==> src/rtl/i2s_mag_pkg.sv <==
package i2s_mag_pkg;
  // Channel encoding follows the level of the word-select line.
  typedef enum logic {
    CH_LEFT  = 1'b0,
    CH_RIGHT = 1'b1
  } chan_e;

  localparam int unsigned SAMPLE_W_DEF = 16;
endpackage

==> src/rtl/i2s_ws_track.sv <==
module i2s_ws_track
  import i2s_mag_pkg::*;
(
  input  logic  clk,
  input  logic  rst_n,
  input  logic  ws,
  output logic  start_o,
  output chan_e chan_o,
  output logic  seen_o
);
  logic ws_q;
  logic primed;

  // The first edge after reset only loads the history register,
  // so the initial level of ws is never mistaken for a transition.
  always_ff @(posedge clk) begin
    if (!rst_n) begin
      ws_q   <= 1'b0;
      primed <= 1'b0;
      seen_o <= 1'b0;
    end else begin
      ws_q   <= ws;
      primed <= 1'b1;
      if (start_o) seen_o <= 1'b1;
    end
  end

  assign start_o = primed && (ws != ws_q);
  assign chan_o  = chan_e'(ws);
endmodule

==> src/rtl/i2s_word_capture.sv <==
module i2s_word_capture
  import i2s_mag_pkg::*;
#(
  parameter int unsigned SAMPLE_W = SAMPLE_W_DEF
) (
  input  logic                clk,
  input  logic                rst_n,
  input  logic                sd,
  input  logic                start_i,
  input  chan_e               chan_i,
  output logic [SAMPLE_W-1:0] word_o,
  output logic                done_o,
  output chan_e               chan_o
);
  localparam int unsigned CW = $clog2(SAMPLE_W + 1);
  localparam logic [CW-1:0] IDLE = CW'(SAMPLE_W);
  localparam logic [CW-1:0] LAST = CW'(SAMPLE_W - 1);

  logic [CW-1:0] cnt;

  always_ff @(posedge clk) begin
    if (!rst_n) begin
      cnt    <= IDLE;
      word_o <= '0;
      done_o <= 1'b0;
      chan_o <= CH_LEFT;
    end else begin
      done_o <= 1'b0;
      if (start_i) begin
        // The bit on the transition edge belongs to the previous slot.
        cnt    <= '0;
        chan_o <= chan_i;
      end else if (cnt != IDLE) begin
        word_o <= {word_o[SAMPLE_W-2:0], sd};
        cnt    <= cnt + 1'b1;
        if (cnt == LAST) done_o <= 1'b1;
      end
    end
  end

  // completion pulses once per word.
  p_done_single_r6: assert property (@(posedge clk) disable iff (!rst_n)
    done_o |=> !done_o);

  // once a word is complete, no further bits are shifted in.
  p_idle_after_word_r3: assert property (@(posedge clk) disable iff (!rst_n)
    (done_o && !start_i) |=> $stable(word_o));
endmodule

==> src/rtl/i2s_mag_rectify.sv <==
module i2s_mag_rectify
  import i2s_mag_pkg::*;
#(
  parameter int unsigned SAMPLE_W = SAMPLE_W_DEF
) (
  input  logic                clk,
  input  logic                rst_n,
  input  logic [SAMPLE_W-1:0] word_i,
  input  logic                load_i,
  input  chan_e               chan_i,
  output logic [SAMPLE_W-1:0] mag_o,
  output logic                left_vld,
  output logic                right_vld
);
  localparam logic [SAMPLE_W-1:0] MOST_NEG = {1'b1, {(SAMPLE_W-1){1'b0}}};
  localparam logic [SAMPLE_W-1:0] MOST_POS = {1'b0, {(SAMPLE_W-1){1'b1}}};

  logic [SAMPLE_W-1:0] abs_val;

  always_comb begin
    if (word_i == MOST_NEG)    abs_val = MOST_POS;
    else if (word_i[SAMPLE_W-1]) abs_val = -word_i;
    else                         abs_val = word_i;
  end

  always_ff @(posedge clk) begin
    if (!rst_n) begin
      mag_o     <= '0;
      left_vld  <= 1'b0;
      right_vld <= 1'b0;
    end else begin
      left_vld  <= load_i && (chan_i == CH_LEFT);
      right_vld <= load_i && (chan_i == CH_RIGHT);
      if (load_i) mag_o <= abs_val;
    end
  end

  // a reported magnitude never has its sign bit set.
  p_sign_clear_r4: assert property (@(posedge clk) disable iff (!rst_n)
    (left_vld || right_vld) |-> !mag_o[SAMPLE_W-1]);

  // the most negative sample saturates.
  p_saturate_r5: assert property (@(posedge clk) disable iff (!rst_n)
    (load_i && word_i == MOST_NEG) |=> (mag_o == MOST_POS));

  // the two strobes are exclusive.
  p_excl_strobe_r7: assert property (@(posedge clk) disable iff (!rst_n)
    $onehot0({left_vld, right_vld}));

  // each strobe lasts a single cycle.
  p_left_pulse_r6: assert property (@(posedge clk) disable iff (!rst_n)
    left_vld |=> !left_vld);
  p_right_pulse_r6: assert property (@(posedge clk) disable iff (!rst_n)
    right_vld |=> !right_vld);

  // the bus only changes alongside a strobe.
  p_bus_hold_r6: assert property (@(posedge clk) disable iff (!rst_n)
    !(left_vld || right_vld) |-> $stable(mag_o));
endmodule

==> src/rtl/i2s_mag_rx.sv <==
module i2s_mag_rx
  import i2s_mag_pkg::*;
#(
  parameter int unsigned SAMPLE_W = SAMPLE_W_DEF
) (
  input  logic                sclk,
  input  logic                rst_n,
  input  logic                ws,
  input  logic                sd,
  output logic [SAMPLE_W-1:0] mag_o,
  output logic                left_vld,
  output logic                right_vld
);
  logic                start;
  logic                seen;
  chan_e               ws_chan;
  chan_e               word_chan;
  logic [SAMPLE_W-1:0] word;
  logic                word_done;

  i2s_ws_track u_track (
    .clk     (sclk),
    .rst_n   (rst_n),
    .ws      (ws),
    .start_o (start),
    .chan_o  (ws_chan),
    .seen_o  (seen)
  );

  i2s_word_capture #(.SAMPLE_W(SAMPLE_W)) u_capture (
    .clk     (sclk),
    .rst_n   (rst_n),
    .sd      (sd),
    .start_i (start),
    .chan_i  (ws_chan),
    .word_o  (word),
    .done_o  (word_done),
    .chan_o  (word_chan)
  );

  i2s_mag_rectify #(.SAMPLE_W(SAMPLE_W)) u_rectify (
    .clk       (sclk),
    .rst_n     (rst_n),
    .word_i    (word),
    .load_i    (word_done),
    .chan_i    (word_chan),
    .mag_o     (mag_o),
    .left_vld  (left_vld),
    .right_vld (right_vld)
  );

  // nothing is reported before a word-select transition has been seen.
  p_no_early_strobe_r8: assert property (@(posedge sclk) disable iff (!rst_n)
    (left_vld || right_vld) |-> seen);
endmodule

==> config.mk <==
export PLATFORM = sky130hd
export DESIGN_NAME = i2s_mag_rx
export DESIGN_NICKNAME = d
export VERILOG_FILES = /design/src/rtl/i2s_mag_pkg.sv /design/src/rtl/i2s_ws_track.sv /design/src/rtl/i2s_word_capture.sv /design/src/rtl/i2s_mag_rectify.sv /design/src/rtl/i2s_mag_rx.sv
export SDC_FILE = /design/constraint.sdc
export NUM_CORES = 1
export LEC_CHECK = 0
export ABC_AREA = 1
export BUFFER_PORTS_ARGS = -buffer_cell sky130_fd_sc_hd__buf_2
export CORE_ASPECT_RATIO = 1.2
export CORE_MARGIN = 8
export CORE_UTILIZATION = 35
export CTS_CLUSTER_DIAMETER = 60
export DETAILED_ROUTE_END_ITERATION = 10
export GPL_TIMING_DRIVEN = 0
export PLACE_DENSITY = 0.53
export SYNTH_ARGS = -nofsm -noshare
export SYNTH_HDL_FRONTEND = slang
export SYNTH_SLANG_ARGS = --single-unit
==> constraint.sdc <==
create_clock -name sclk -period 1.7 [get_ports sclk]
set_input_delay 0 -clock sclk [delete_from_list [all_inputs] [get_ports sclk]]
set_output_delay 0 -clock sclk [all_outputs]
set_load 0.05 [all_outputs]
### Yosys cells after proc, flatten, opt, wreduce, memory -nomap -nowiden

Cells that the tools add are included.

* word-level logic and storage cells: 33
* register bits: 43
* output and inout bits: 18

* bitwise operators: 4
* reductions and logical operators: 7
* equal/unequal tests: 4
* muxes and demuxes: 6
* add/sub/neg operators: 2

Operators with widths (count)
* $mux W16: 2
* $eq A16 B16 Y1 const B: 1
* $neg A16 Y16: 1
* $mux W5: 2
* $add A5 B1 Y5 const B: 1
* $eq A5 B4 Y1 const B: 1
* $ne A5 B5 Y1 const B: 1
* $not A1 Y1: 4
* $logic_and A1 B1 Y1: 3
* $reduce_or A3 Y1: 1
* $mux W1: 2
* $reduce_and A2 Y1: 1
* $reduce_bool A2 Y1: 1
* $reduce_or A2 Y1: 1
* $ne A1 B1 Y1: 1

### Depth between registers and ports, before layout

* depth after elaboration: 4
* mapped depth: 10

### By module

From an unflattened synthesis, not the netlist that was laid out.

* cells, all modules: 331
* area, all modules: 2318.5 um^2

Modules (own cells, without submodules)
* i2s_word_capture: cells each 146, area an instance 1129.8 um^2, times used 1
* i2s_mag_rectify: cells each 170, area an instance 1068.5 um^2, times used 1
* i2s_ws_track: cells each 15, area an instance 120.1 um^2, times used 1

### Worst setup path after synthesis

No wires, ideal clock.

* path kind: register to register
* from: register u_capture.word_o[0]
* to: register u_rectify.mag_o[2]
* required time: 1591 ps
* cell stages (with the launch flop): 10
* data arrival time: 1258 ps
* buffers on the path: 1
* slack: 333 ps
* period minus slack after synthesis: 1367 ps
* setup time: 109 ps
* cells stage by stage: dfxtp_1 -> inv_1 -> ha_1 -> nand3_2 -> nor2_4 -> a21oi_4 -> buf_8 -> nand3b_2 -> nand2_1 -> inv_1

* word-level cells in the longest chain between the ends: 3
* elaborated cells between the ends (all ways): 4
* those cells by class: add/sub (1); eq/ne (1); mux (2)

Ends and longest elaborated chain
* from (decl): RTL line i2s_word_capture.sv:11 `output logic [SAMPLE_W-1:0] word_o,`
* from (signal assigned): RTL line i2s_word_capture.sv:34 `word_o <= {word_o[SAMPLE_W-2:0], sd};`
* $neg A16 Y16: RTL line i2s_mag_rectify.sv:22 `else if (word_i[SAMPLE_W-1]) abs_val = -word_i;`
* $mux W16: RTL line i2s_mag_rectify.sv:22
* $mux W16 (*): RTL line i2s_mag_rectify.sv:21 `if (word_i == MOST_NEG) abs_val = MOST_POS;`
* to (signal assigned): RTL line i2s_mag_rectify.sv:34 `if (load_i) mag_o <= abs_val;`
* to (decl): RTL line i2s_mag_rectify.sv:11 `output logic [SAMPLE_W-1:0] mag_o,`

Mark *: on every way between the ends. The rest lies on a longest branch, timed or not.
A chain may end at the register's enable or synchronous reset.

### Worst setup path in the final report

* from: register u_capture.word_o[0]
* to: register u_rectify.mag_o[5]

The elaborated chain is that of the path after synthesis.

==> reports/qor.csv <==
stage,metric,value,unit
die,core_area,5630,µm²
sta,holdWs,0.349,ns
pwr,p_leak,1.08,nW
clock_network,numCtsBuffers,5,
min_path,hold_path.class,in -> reg,
sta,post-route-period-util,0.920,
sta,tightest_slew,0.527,ns
grt,grt_overflow,0,
synthesis,ys.flop_type,dfxtp_1,
grt,grt_pass1_vias,1825,
setup_path,slowest_stage,dfxtp_1,
pwr,ir_worst_vdd,428,µV
sta,fmax,640,MHz
setup_path,cp_num_cells,8,
detailed_routing,wl_per_cell,13.4,µm
detailed_routing,vias,1796,
clock_network,cts_sinks,43,
setup_path,cp_top_family,buffers and inverters,
placed_design,hpwlAfterDp,3.64,mm
cells_and_area,fillers,608,
synthesis,avgSynthCellArea,7.67,µm²
synthesis,yosys_warnings,0,
clock_network,cts_root_buf,clkbuf_8,
cells_and_area,synthToLayoutAreaGrowth,18.3,%
synthesis,synthTopCellsByArea,"dfxtp_1, nand2_1, o21ai_0",
placed_design,portBuffers,21,
setup_path,critical_path_class,reg -> reg,
die,rows,30,
setup_path,path_buf_inv,3,
synthesis,synth_edf_count,0,
detailed_routing,first_pass_iters,4,
sta,drv_slew,0,
clock_network,clk_latency,0.30,ns
synthesis,synthCells,265,
grt,grt_util_all_layers,0.123,
setup_path,cp_data_required_time,1.94,ns
setup_path,critPathMaxStageDelay,0.31,ns
sta,rsz0062_at_grt,false,
sta,layout_min_cycle_time,1.56,ns
clock_network,cts_tree,built,
synthesis,synthMostInstantiatedCell,nand2_1,
synthesis,syn_area,2030,µm²
detailed_routing,viasPerCell,4.92,
grt,antenna_found_initial,0,
sta,setup_viol,0,
cells_and_area,antenna-diode-count,0,
synthesis,synth_cell_types,35,
detailed_routing,drc,0,
die,initial_core_util,0.361,
detailed_routing,detail-route-antenna-nets,0,
sta,worst_clock_skew,0.00962,ns
die,ios,22,
cells_and_area,stdcell_count,365,
pwr,power.density,1070,nW/µm²
job,cap_violations,0,
grt,grt_max_degree,14,
die,die-area,8510,µm²
cells_and_area,drive_gt1_frac,0.219,
placed_design,placed_area,2220,µm²
synthesis,synth_fp_nets,273,
detailed_routing,drt_iter0_markers,106,
setup_path,r2r_cells,8,
synthesis,async_flop_share,0,
setup_path,crit_chain,"inv_1, ha_4, nand3_2, nor2_4, a21oi_4, buf_4, clkbuf_16, a21oi_2",
synthesis,ys_seq_area_frac,0.423,
setup_path,reg2reg_slack,0.14,ns
synthesis,yosysTopAreaCell,dfxtp_1,
die,dieHeight,99.5,µm
placed_design,placed_cells,350,
sta,setup_tns,0,ns
synthesis,ys_top_cells_by_count,"nand2_1, dfxtp_1, o21ai_0",
setup_path,critical_path.max_fanout,5,
min_path,min_path_cells,2,
sta,slew_headroom,0.648,
cells_and_area,finish.instance_area,2400,µm²
setup_path,arrival,1.80,ns
detailed_routing,wl,4.90,mm
clock_network,clkTransAtPathRegs,0.09,ns
clock_network,cts.path.max_buffers,2,
cells_and_area,fin_nets,308,
placed_design,place.gp.congestion,0.804,
run_status,outcome,completed,
sta,hold_violations,0,
synthesis,post-synth-top-area-fraction,0.423,
clock_network,htree_levels,2,
grt,grt_pass1_wl,8.36,mm
synthesis,ys_ff_latch,43,
die,die_w,85.6,µm
setup_path,end_kind,register,
setup_path,startpoint_type,register,
==> logic make-up after synthesis <==
logic type / after synthesis / share of synthesized area
buf+inv: 43 / 0.0911
xor+xnor: 4 / 0.0172
fa+ha+maj: 4 / 0.0246
simple gates: 105 / 0.249
flops: 43 / 0.423
compound gates: 66 / 0.195
==> cells in the final DEF (no fill, tap or decap), types with 5 or more instances in the layout <==
master    Yosys  routed
nand3_2       5       5
dfxtp_1      43      43
clkbuf_8      0       5
nand3_1      14      14
a21oi_1      19      19
clkbuf_1      5       5
o21ai_0      36      36
a31oi_2       5       5
buf_2         3      24
nand2_1      49      49
nor2_1       20      20
inv_1        30      30
==> final timing paths <==
path | start | to
max | u_capture.word_o[0] | u_rectify.mag_o[5]
min | rst_n | u_track.primed
max reg2reg | u_capture.word_o[0] | u_rectify.mag_o[5]
min reg2reg | u_capture.chan_o | u_rectify.left_vld
==> flip-flops by register name, indices dropped and copies added (netlist names) <==
register and flops:
u_capture.word_o 16, u_rectify.mag_o 16, u_capture.cnt 5, u_capture.chan_o 1, u_capture.done_o 1, u_rectify.left_vld 1
u_rectify.right_vld 1, u_track.primed 1, u_track.ws_q 1
==> final cells by class <==
class / count / area, µm² / area share
Sequential cell: 43 / 861 / 0.358
Tap cell: 64 / 80.1 / 0.0333
Buffer: 11 / 65.1 / 0.0271
Multi-Input combinational cell: 179 / 1000 / 0.416
Clock inverter: 3 / 15.0 / 0.00624
Inverter: 32 / 120 / 0.0499
Clock buffer: 5 / 68.8 / 0.0286
Timing Repair Buffer: 28 / 195 / 0.0812
==> power by group <==
group	internal (W)	switching [W]	total [W]
combinational	0.000256	0.000496	0.000753
clock	0.000282	0.000364	0.000646
sequential	0.00109	0.0000795	0.00117
total	0.00163	0.000940	0.00257
==> metrics by stage <==
step	worst slack (ns)	total power (W)	util
after CTS	0.0609	0.00255	0.414
after detailed placement	0.0595	0.00191	0.394
after global routing	0.00745	0.00273	0.427
after global placement	0.0695	0.00190	0.394
after floorplan	0.333	0.00174	-
final	0.136	0.00257	0.427
==> what timing repair did <==
| action | 4_1_cts | 5_1_grt |
|---|---|---|
| hold endpoints to repair | 3 | 0 |
| buffers inserted | 0 | 3 |
| setup endpoints to repair | 0 | 4 |
| resized for setup | 0 | 2 |
| hold buffers | 3 | 0 |
==> metal layers <==
| layer | part of all wire | vias to the layer above | wire (µm) | global-route usage |
|---|---|---|---|---|
| met3 | 0.038 | 7 | 188 | 0.0297 |
| met5 | 0 | - | 0 | 0 |
| met4 | 0.016 | 0 | 78 | 0.0446 |
| met2 | 0.51 | 31 | 2510 | 0.225 |
| met1 | 0.43 | 825 | 2120 | 0.131 |
| li1 | - | 933 | - | - |
(Power assumes the default switching activity.)
